$ cat src/rtl/amu_pkg.sv
package amu_pkg;

  typedef enum logic [3:0] {
    AM_REG    = 4'd0,
    AM_IMM    = 4'd1,
    AM_DISP   = 4'd2,
    AM_RIND   = 4'd3,
    AM_INDEX  = 4'd4,
    AM_ABS    = 4'd5,
    AM_MIND   = 4'd6,
    AM_AINC   = 4'd7,
    AM_ADEC   = 4'd8,
    AM_SCALED = 4'd9
  } amMode_e;

  typedef enum logic [1:0] {
    ST_IDLE = 2'd0,
    ST_EVAL = 2'd1,
    ST_RD1  = 2'd2,
    ST_RD2  = 2'd3
  } amState_e;

  typedef enum logic [1:0] {
    SRC_ZERO = 2'd0,
    SRC_REG  = 2'd1,
    SRC_IMM  = 2'd2,
    SRC_MEM  = 2'd3
  } opSrc_e;

  // strobes from control to datapath
  typedef struct packed {
    logic   ldInstr;
    logic   useBase;
    logic   useDisp;
    logic   useIdx;
    logic   scaleIdx;
    logic   addrFromData;
    logic   memReq;
    logic   ldOperand;
    opSrc_e opSrc;
    logic   wbEn;
    logic   wbDec;
    logic   fin;
    logic   setIllegal;
  } amuCtl_t;

endpackage

$ cat src/rtl/amu_ctrl.sv
module amu_ctrl
  import amu_pkg::*;
(
  input  logic       clk,
  input  logic       rstN,
  input  logic       start,
  input  logic [3:0] mode,
  output amuCtl_t    ctl,
  output logic       busy,
  output logic       done,
  output logic       illegal
);

  amState_e stQ, stNxt;
  amMode_e  modeQ;
  logic     doneQ, illQ;

  always_comb begin
    ctl   = '0;
    stNxt = stQ;
    unique case (stQ)
      ST_IDLE: begin
        if (start) begin
          ctl.ldInstr = 1'b1;
          stNxt       = ST_EVAL;
        end
      end
      ST_EVAL: begin
        case (modeQ)
          AM_REG: begin
            ctl.opSrc = SRC_REG; ctl.ldOperand = 1'b1; ctl.fin = 1'b1;
            stNxt = ST_IDLE;
          end
          AM_IMM: begin
            ctl.opSrc = SRC_IMM; ctl.ldOperand = 1'b1; ctl.fin = 1'b1;
            stNxt = ST_IDLE;
          end
          AM_DISP: begin
            ctl.useBase = 1'b1; ctl.useDisp = 1'b1; ctl.memReq = 1'b1;
            stNxt = ST_RD1;
          end
          AM_RIND, AM_MIND, AM_AINC, AM_ADEC: begin
            ctl.useBase = 1'b1; ctl.memReq = 1'b1;
            stNxt = ST_RD1;
          end
          AM_INDEX: begin
            ctl.useBase = 1'b1; ctl.useIdx = 1'b1; ctl.memReq = 1'b1;
            stNxt = ST_RD1;
          end
          AM_ABS: begin
            ctl.useDisp = 1'b1; ctl.memReq = 1'b1;
            stNxt = ST_RD1;
          end
          AM_SCALED: begin
            ctl.useBase = 1'b1; ctl.useDisp = 1'b1; ctl.useIdx = 1'b1;
            ctl.scaleIdx = 1'b1; ctl.memReq = 1'b1;
            stNxt = ST_RD1;
          end
          default: begin
            ctl.opSrc = SRC_ZERO; ctl.ldOperand = 1'b1; ctl.fin = 1'b1;
            ctl.setIllegal = 1'b1;
            stNxt = ST_IDLE;
          end
        endcase
      end
      ST_RD1: begin
        if (modeQ == AM_MIND) begin
          ctl.addrFromData = 1'b1; ctl.memReq = 1'b1;
          stNxt = ST_RD2;
        end else begin
          ctl.opSrc = SRC_MEM; ctl.ldOperand = 1'b1; ctl.fin = 1'b1;
          ctl.wbEn  = (modeQ == AM_AINC) || (modeQ == AM_ADEC);
          ctl.wbDec = (modeQ == AM_ADEC);
          stNxt = ST_IDLE;
        end
      end
      ST_RD2: begin
        ctl.opSrc = SRC_MEM; ctl.ldOperand = 1'b1; ctl.fin = 1'b1;
        stNxt = ST_IDLE;
      end
      default: stNxt = ST_IDLE;
    endcase
  end

  always_ff @(posedge clk or negedge rstN) begin
    if (!rstN) begin
      stQ   <= ST_IDLE;
      modeQ <= AM_REG;
      doneQ <= 1'b0;
      illQ  <= 1'b0;
    end else begin
      stQ   <= stNxt;
      doneQ <= ctl.fin;
      illQ  <= ctl.fin & ctl.setIllegal;
      if (ctl.ldInstr) modeQ <= amMode_e'(mode);
    end
  end

  assign busy    = (stQ != ST_IDLE);
  assign done    = doneQ;
  assign illegal = illQ;


  done_pulse_chk: assert property (@(posedge clk) disable iff (!rstN)
    doneQ |=> !doneQ);


  start_while_busy_chk: assert property (@(posedge clk) disable iff (!rstN)
    (busy && start) |=> $stable(modeQ));

endmodule

$ cat src/rtl/amu_dpath.sv
module amu_dpath
  import amu_pkg::*;
#(
  parameter int DATA_W = 32,
  parameter int REG_N  = 8,
  parameter int SZ_W   = 2,
  localparam int REG_AW = $clog2(REG_N)
) (
  input  logic              clk,
  input  logic              rstN,
  input  amuCtl_t           ctl,
  input  logic [REG_AW-1:0] baseSel,
  input  logic [REG_AW-1:0] idxSel,
  input  logic [DATA_W-1:0] konst,
  input  logic [SZ_W-1:0]   sizeCode,
  input  logic              regWrEn,
  input  logic [REG_AW-1:0] regWrSel,
  input  logic [DATA_W-1:0] regWrData,
  input  logic [DATA_W-1:0] memRdata,
  output logic [DATA_W-1:0] memAddr,
  output logic [DATA_W-1:0] operand
);

  localparam logic [DATA_W-1:0] ONE = {{(DATA_W-1){1'b0}}, 1'b1};

  logic [DATA_W-1:0] rf [REG_N];
  logic [REG_AW-1:0] baseQ, idxQ;
  logic [DATA_W-1:0] konstQ, operandQ;
  logic [SZ_W-1:0]   sizeQ;

  logic [DATA_W-1:0] rbRd, riRd, stepD, idxTerm, baseTerm, dispTerm, ea, wbVal;

  assign rbRd = rf[baseQ];
  assign riRd = rf[idxQ];
  assign stepD = ONE << sizeQ;

  assign baseTerm = ctl.useBase ? rbRd : '0;
  assign dispTerm = ctl.useDisp ? konstQ : '0;
  assign idxTerm  = !ctl.useIdx ? '0 : (ctl.scaleIdx ? (riRd << sizeQ) : riRd);
  assign ea       = baseTerm + dispTerm + idxTerm;

  assign memAddr = ctl.addrFromData ? memRdata : ea;
  assign wbVal   = ctl.wbDec ? (rbRd - stepD) : (rbRd + stepD);

  always_ff @(posedge clk or negedge rstN) begin
    if (!rstN) begin
      baseQ  <= '0;
      idxQ   <= '0;
      konstQ <= '0;
      sizeQ  <= '0;
    end else if (ctl.ldInstr) begin
      baseQ  <= baseSel;
      idxQ   <= idxSel;
      konstQ <= konst;
      sizeQ  <= sizeCode;
    end
  end

  // base write-back wins over an external write to the same register
  always_ff @(posedge clk or negedge rstN) begin
    if (!rstN) begin
      for (int k = 0; k < REG_N; k++) rf[k] <= '0;
    end else begin
      if (regWrEn && !(ctl.wbEn && (regWrSel == baseQ))) rf[regWrSel] <= regWrData;
      if (ctl.wbEn) rf[baseQ] <= wbVal;
    end
  end

  always_ff @(posedge clk or negedge rstN) begin
    if (!rstN) begin
      operandQ <= '0;
    end else if (ctl.ldOperand) begin
      unique case (ctl.opSrc)
        SRC_REG:  operandQ <= rbRd;
        SRC_IMM:  operandQ <= konstQ;
        SRC_MEM:  operandQ <= memRdata;
        default:  operandQ <= '0;
      endcase
    end
  end

  assign operand = operandQ;


  base_update_chk: assert property (@(posedge clk) disable iff (!rstN)
    ctl.wbEn |=> (rbRd != $past(rbRd)));

endmodule

$ cat src/rtl/amu_top.sv
module amu_top
  import amu_pkg::*;
#(
  parameter int DATA_W = 32,
  parameter int REG_N  = 8,
  localparam int REG_AW = $clog2(REG_N)
) (
  input  logic              clk,
  input  logic              rstN,
  input  logic              start,
  input  logic [3:0]        mode,
  input  logic [REG_AW-1:0] baseSel,
  input  logic [REG_AW-1:0] idxSel,
  input  logic [DATA_W-1:0] konst,
  input  logic [1:0]        sizeCode,
  input  logic              regWrEn,
  input  logic [REG_AW-1:0] regWrSel,
  input  logic [DATA_W-1:0] regWrData,
  output logic              memReq,
  output logic [DATA_W-1:0] memAddr,
  input  logic [DATA_W-1:0] memRdata,
  output logic              busy,
  output logic              done,
  output logic              illegal,
  output logic [DATA_W-1:0] operand
);

  amuCtl_t ctl;

  amu_ctrl u_ctrl (
    .clk     (clk),
    .rstN    (rstN),
    .start   (start),
    .mode    (mode),
    .ctl     (ctl),
    .busy    (busy),
    .done    (done),
    .illegal (illegal)
  );

  amu_dpath #(.DATA_W(DATA_W), .REG_N(REG_N), .SZ_W(2)) u_dpath (
    .clk       (clk),
    .rstN      (rstN),
    .ctl       (ctl),
    .baseSel   (baseSel),
    .idxSel    (idxSel),
    .konst     (konst),
    .sizeCode  (sizeCode),
    .regWrEn   (regWrEn),
    .regWrSel  (regWrSel),
    .regWrData (regWrData),
    .memRdata  (memRdata),
    .memAddr   (memAddr),
    .operand   (operand)
  );

  assign memReq = ctl.memReq;


  illegal_no_read_chk: assert property (@(posedge clk) disable iff (!rstN)
    (done && illegal) |-> !$past(memReq));


  operand_hold_chk: assert property (@(posedge clk) disable iff (!rstN)
    !$stable(operand) |-> done);


  read_burst_chk: assert property (@(posedge clk) disable iff (!rstN)
    (memReq && $past(memReq)) |=> !memReq);

endmodule

$ cat config.mk
export PLATFORM = sky130hd
export DESIGN_NAME = amu_top
export DESIGN_NICKNAME = d
export VERILOG_FILES = /design/src/rtl/amu_pkg.sv /design/src/rtl/amu_ctrl.sv /design/src/rtl/amu_dpath.sv /design/src/rtl/amu_top.sv
export SDC_FILE = /design/constraint.sdc
export NUM_CORES = 1
export LEC_CHECK = 0
export BUFFER_PORTS_ARGS = -buffer_cell sky130_fd_sc_hd__buf_4
export CORE_MARGIN = 2
export CORE_UTILIZATION = 40
export CTS_CLUSTER_SIZE = 16
export DETAILED_ROUTE_END_ITERATION = 16
export PLACE_DENSITY = 0.58
export SLEW_MARGIN = 20
export SYNTH_ARGS = -nofsm -noshare
export SYNTH_HDL_FRONTEND = slang
export SYNTH_HIERARCHICAL = 1
export SYNTH_SLANG_ARGS = --single-unit
$ cat constraint.sdc
create_clock -name clk -period 7.1 [get_ports clk]
set_clock_uncertainty 0.05 [all_clocks]
set_input_delay 0.355 -clock clk [delete_from_list [all_inputs] [get_ports clk]]
set_output_delay 0.355 -clock clk [all_outputs]
set_load 0.005 [all_outputs]
==> run metrics <==
status=complete, no violations; initial cell density of the core=0.4030; max-cap viol count=0; Multi-input gate area=15780 sq um; Die Y=255.4 um; clk slew on worst S/H paths=0.06 ns; Net Switching=7888 uW; DP Cell Count=3621; cell leakage power=0.01301 uW; register area=8414 sq um; Tot GR Track Use=0.2778; Detailed Route WL=92820 um; drt first pass iters=6; initial DRC count=2360; maximum clock frequency=151.2 MHz; pin count of the biggest net entering global routing=126; CTS tree=yes; Slew Limit Fails=0; antenna violations before repair=5; crit-path max FO=27; overflow left after global routing=0; Rel. slew slack=0.3571; CP Class=register to output pin; post-synthesis cell area=25280 sq um; Final HPWL DP=60930 um; R2R cell count=13; commonest non-fill, non-tap cell in the layout=dfrtp_1; I/O Buffers=182; clock sink count=336; first-pass GRT wire length=140600 um; Vias/cell=6.088; final worst path period need=6.613 ns; Fin Setup TNS=0 ns; hold endpoint=u_ctrl/modeQ[0]$_DFFE_PN0P_; Clock power frac=0.135; Synth warnings=6; hold depth=3; remaining antenna violation count=0; detailed-route via count=22794; fin crit share=0.9315; syn_nets=2987; most frequent cells in the layout=dfrtp_1, nand2_1, nor2_1, a21oi_1, buf_4; CP startpoint kind=register; CP cell instances=buf_12, mux4_2, mux2_2, mux2i_1, nor2_1, o311ai_0, fa_1, inv_1, ha_1, a21oi_1, o211ai_1, a221oi_1, o211a_1, o21ai_1, a41o_1, or2_0, o311ai_1, buf_4; switching portion of total power=0.5074; # IOs=183; Final #Nets=3078; r2r startpoint=u_dpath/sizeQ[1]$_DFFE_PN0P_; Die W=255.4 um; WP data arrival=6.21 ns; fin worst setup slack=0.4867 ns; WL/cell=24.79 um; Die Area=65220 sq um; Layout Cells excl Fill=3744; final hold viol count=0; row cnt=92; pwr/cell area=531.8 nW/um^2; Layout area overhead=15.62%; vias in the first global route=22550; Root Driver=clkbuf_16; max incr delay on CP=0.61 ns; Crit path required time=6.69 ns; P_int=7657 uW; worst hold path type=input port to register; CTS Buf Count=41; DRC=0; core area=62740 sq um; CP max-delay cell=dfrtp_4; post-synthesis cell count=2773; clock buffer depth=3; Sequential Power Share=0.221; Crit. End Element=output pin; final setup fails=0; Worst Max-Slew Pin Slew=0.9400 ns; ratio of cells with drive above 1 in the final layout=0.2125; DP Worst Slack=0.9703 ns; Avg Inst Size Synth=9.116 sq um; HP Start=mode[0]; RSZ-0062 raised after global routing=false; filler instances=6001; Max rail drop VDD=0.3035 mV; placer congestion estimate=0.8940; H-tree lvl count=2; Combinational Power Share=0.644; worst skew pair latency=0.58 ns; R2R Path End=u_dpath/rf[116]$_DFF_PN0_; flop2flop setup slack=1.18 ns
==> power by group through the flow <==
stage          clock network (uW)  registers, uW  logic, uW
2_1_floorplan                   0           3050       6650
3_3_place_gp                    0           3400       9590
3_5_place_dp                    0           3440       9720
4_1_cts                      2140           3410       9790
5_1_grt                      2230           3510      10800
6_report                     2100           3430      10000
==> per-stage QoR <==
step,utilization,area [sq um],hold WS (ns),total power (uW)
after CTS,0.4655,29200,0.008297,15340
after global routing,0.4659,29230,0.08643,16520
after detailed placement,0.4375,27450,0.4425,13160
after floorplan,-,25280,0.009409,9704
after global placement,0.4375,27450,0.4264,12990
final,0.4659,29230,0.02368,15540
==> layout make-up <==
class | instances | share of cell area
multi-input cells | 2113 | 0.5399
flip-flops and latches | 336 | 0.2879
repair buffers | 279 | 0.07902
clock buffers | 53 | 0.03870
well taps | 846 | 0.03622
inverters | 93 | 0.01194
clock inverters | 20 | 0.005993
diodes | 4 | 0.0003425
==> worst max-delay path, delay by kind of cell (launching register included) <==
| kind | cells | cell delay (ns) |
|---|---|---|
| muxes | 3 | 1.00 |
| and+or+nand+nor | 2 | 0.27 |
| buffers and inverters | 3 | 0.53 |
| DFF | 1 | 0.61 |
| AOI/OAI and AO/OA | 8 | 2.46 |
| adders and majority gates | 2 | 0.75 |
==> worst max-delay path by stage <==
stage / start / to / slack [ns] / cells past startpoint
6_report: u_dpath/idxQ[0]$_DFFE_PN0P_ / memAddr[28] / 0.49 / 18
5_1_grt: u_dpath/idxQ[0]$_DFFE_PN0P_ / memAddr[28] / 0.07 / 18
4_1_cts: u_dpath/idxQ[0]$_DFFE_PN0P_ / memAddr[28] / 0.33 / 18
3_5_place_dp: u_dpath/idxQ[0]$_DFFE_PN0P_ / memAddr[28] / 0.97 / 18
3_3_place_gp: u_dpath/idxQ[0]$_DFFE_PN0P_ / memAddr[31] / 1.03 / 20
2_1_floorplan: u_dpath/idxQ[1]$_DFFE_PN0P_ / memAddr[28] / 1.56 / 19
==> registers in the layout, summed over array words and instances, names as in the netlist <==
| name | cells |
|---|---|
| u_dpath/konstQ | 32 |
| u_ctrl/done | 1 |
| u_dpath/rf | 256 |
| u_dpath/baseQ | 3 |
| u_dpath/operand | 32 |
| u_ctrl/modeQ | 4 |
| u_ctrl/stQ | 2 |
| u_dpath/idxQ | 3 |
| u_ctrl/illegal | 1 |
| u_dpath/sizeQ | 2 |
==> repair_timing <==
item,4_1_cts,5_1_grt
hold buffers,45,0
endpoints found under the setup margin,0,3
endpoints found under the hold margin,149,0
gates resized for setup,0,1
buffers inserted,0,1
==> metal layers <==
metal / vias to the layer above / share of wire / global-route usage
met4: 2 / 0.042 / 0.1172
met1: 11156 / 0.41 / 0.3637
li1: 10246 / - / -
met5: - / 0.00014 / 0
met2: 1137 / 0.46 / 0.4518
met3: 253 / 0.081 / 0.05040
Note: power is estimated with default switching activity, not from simulation.
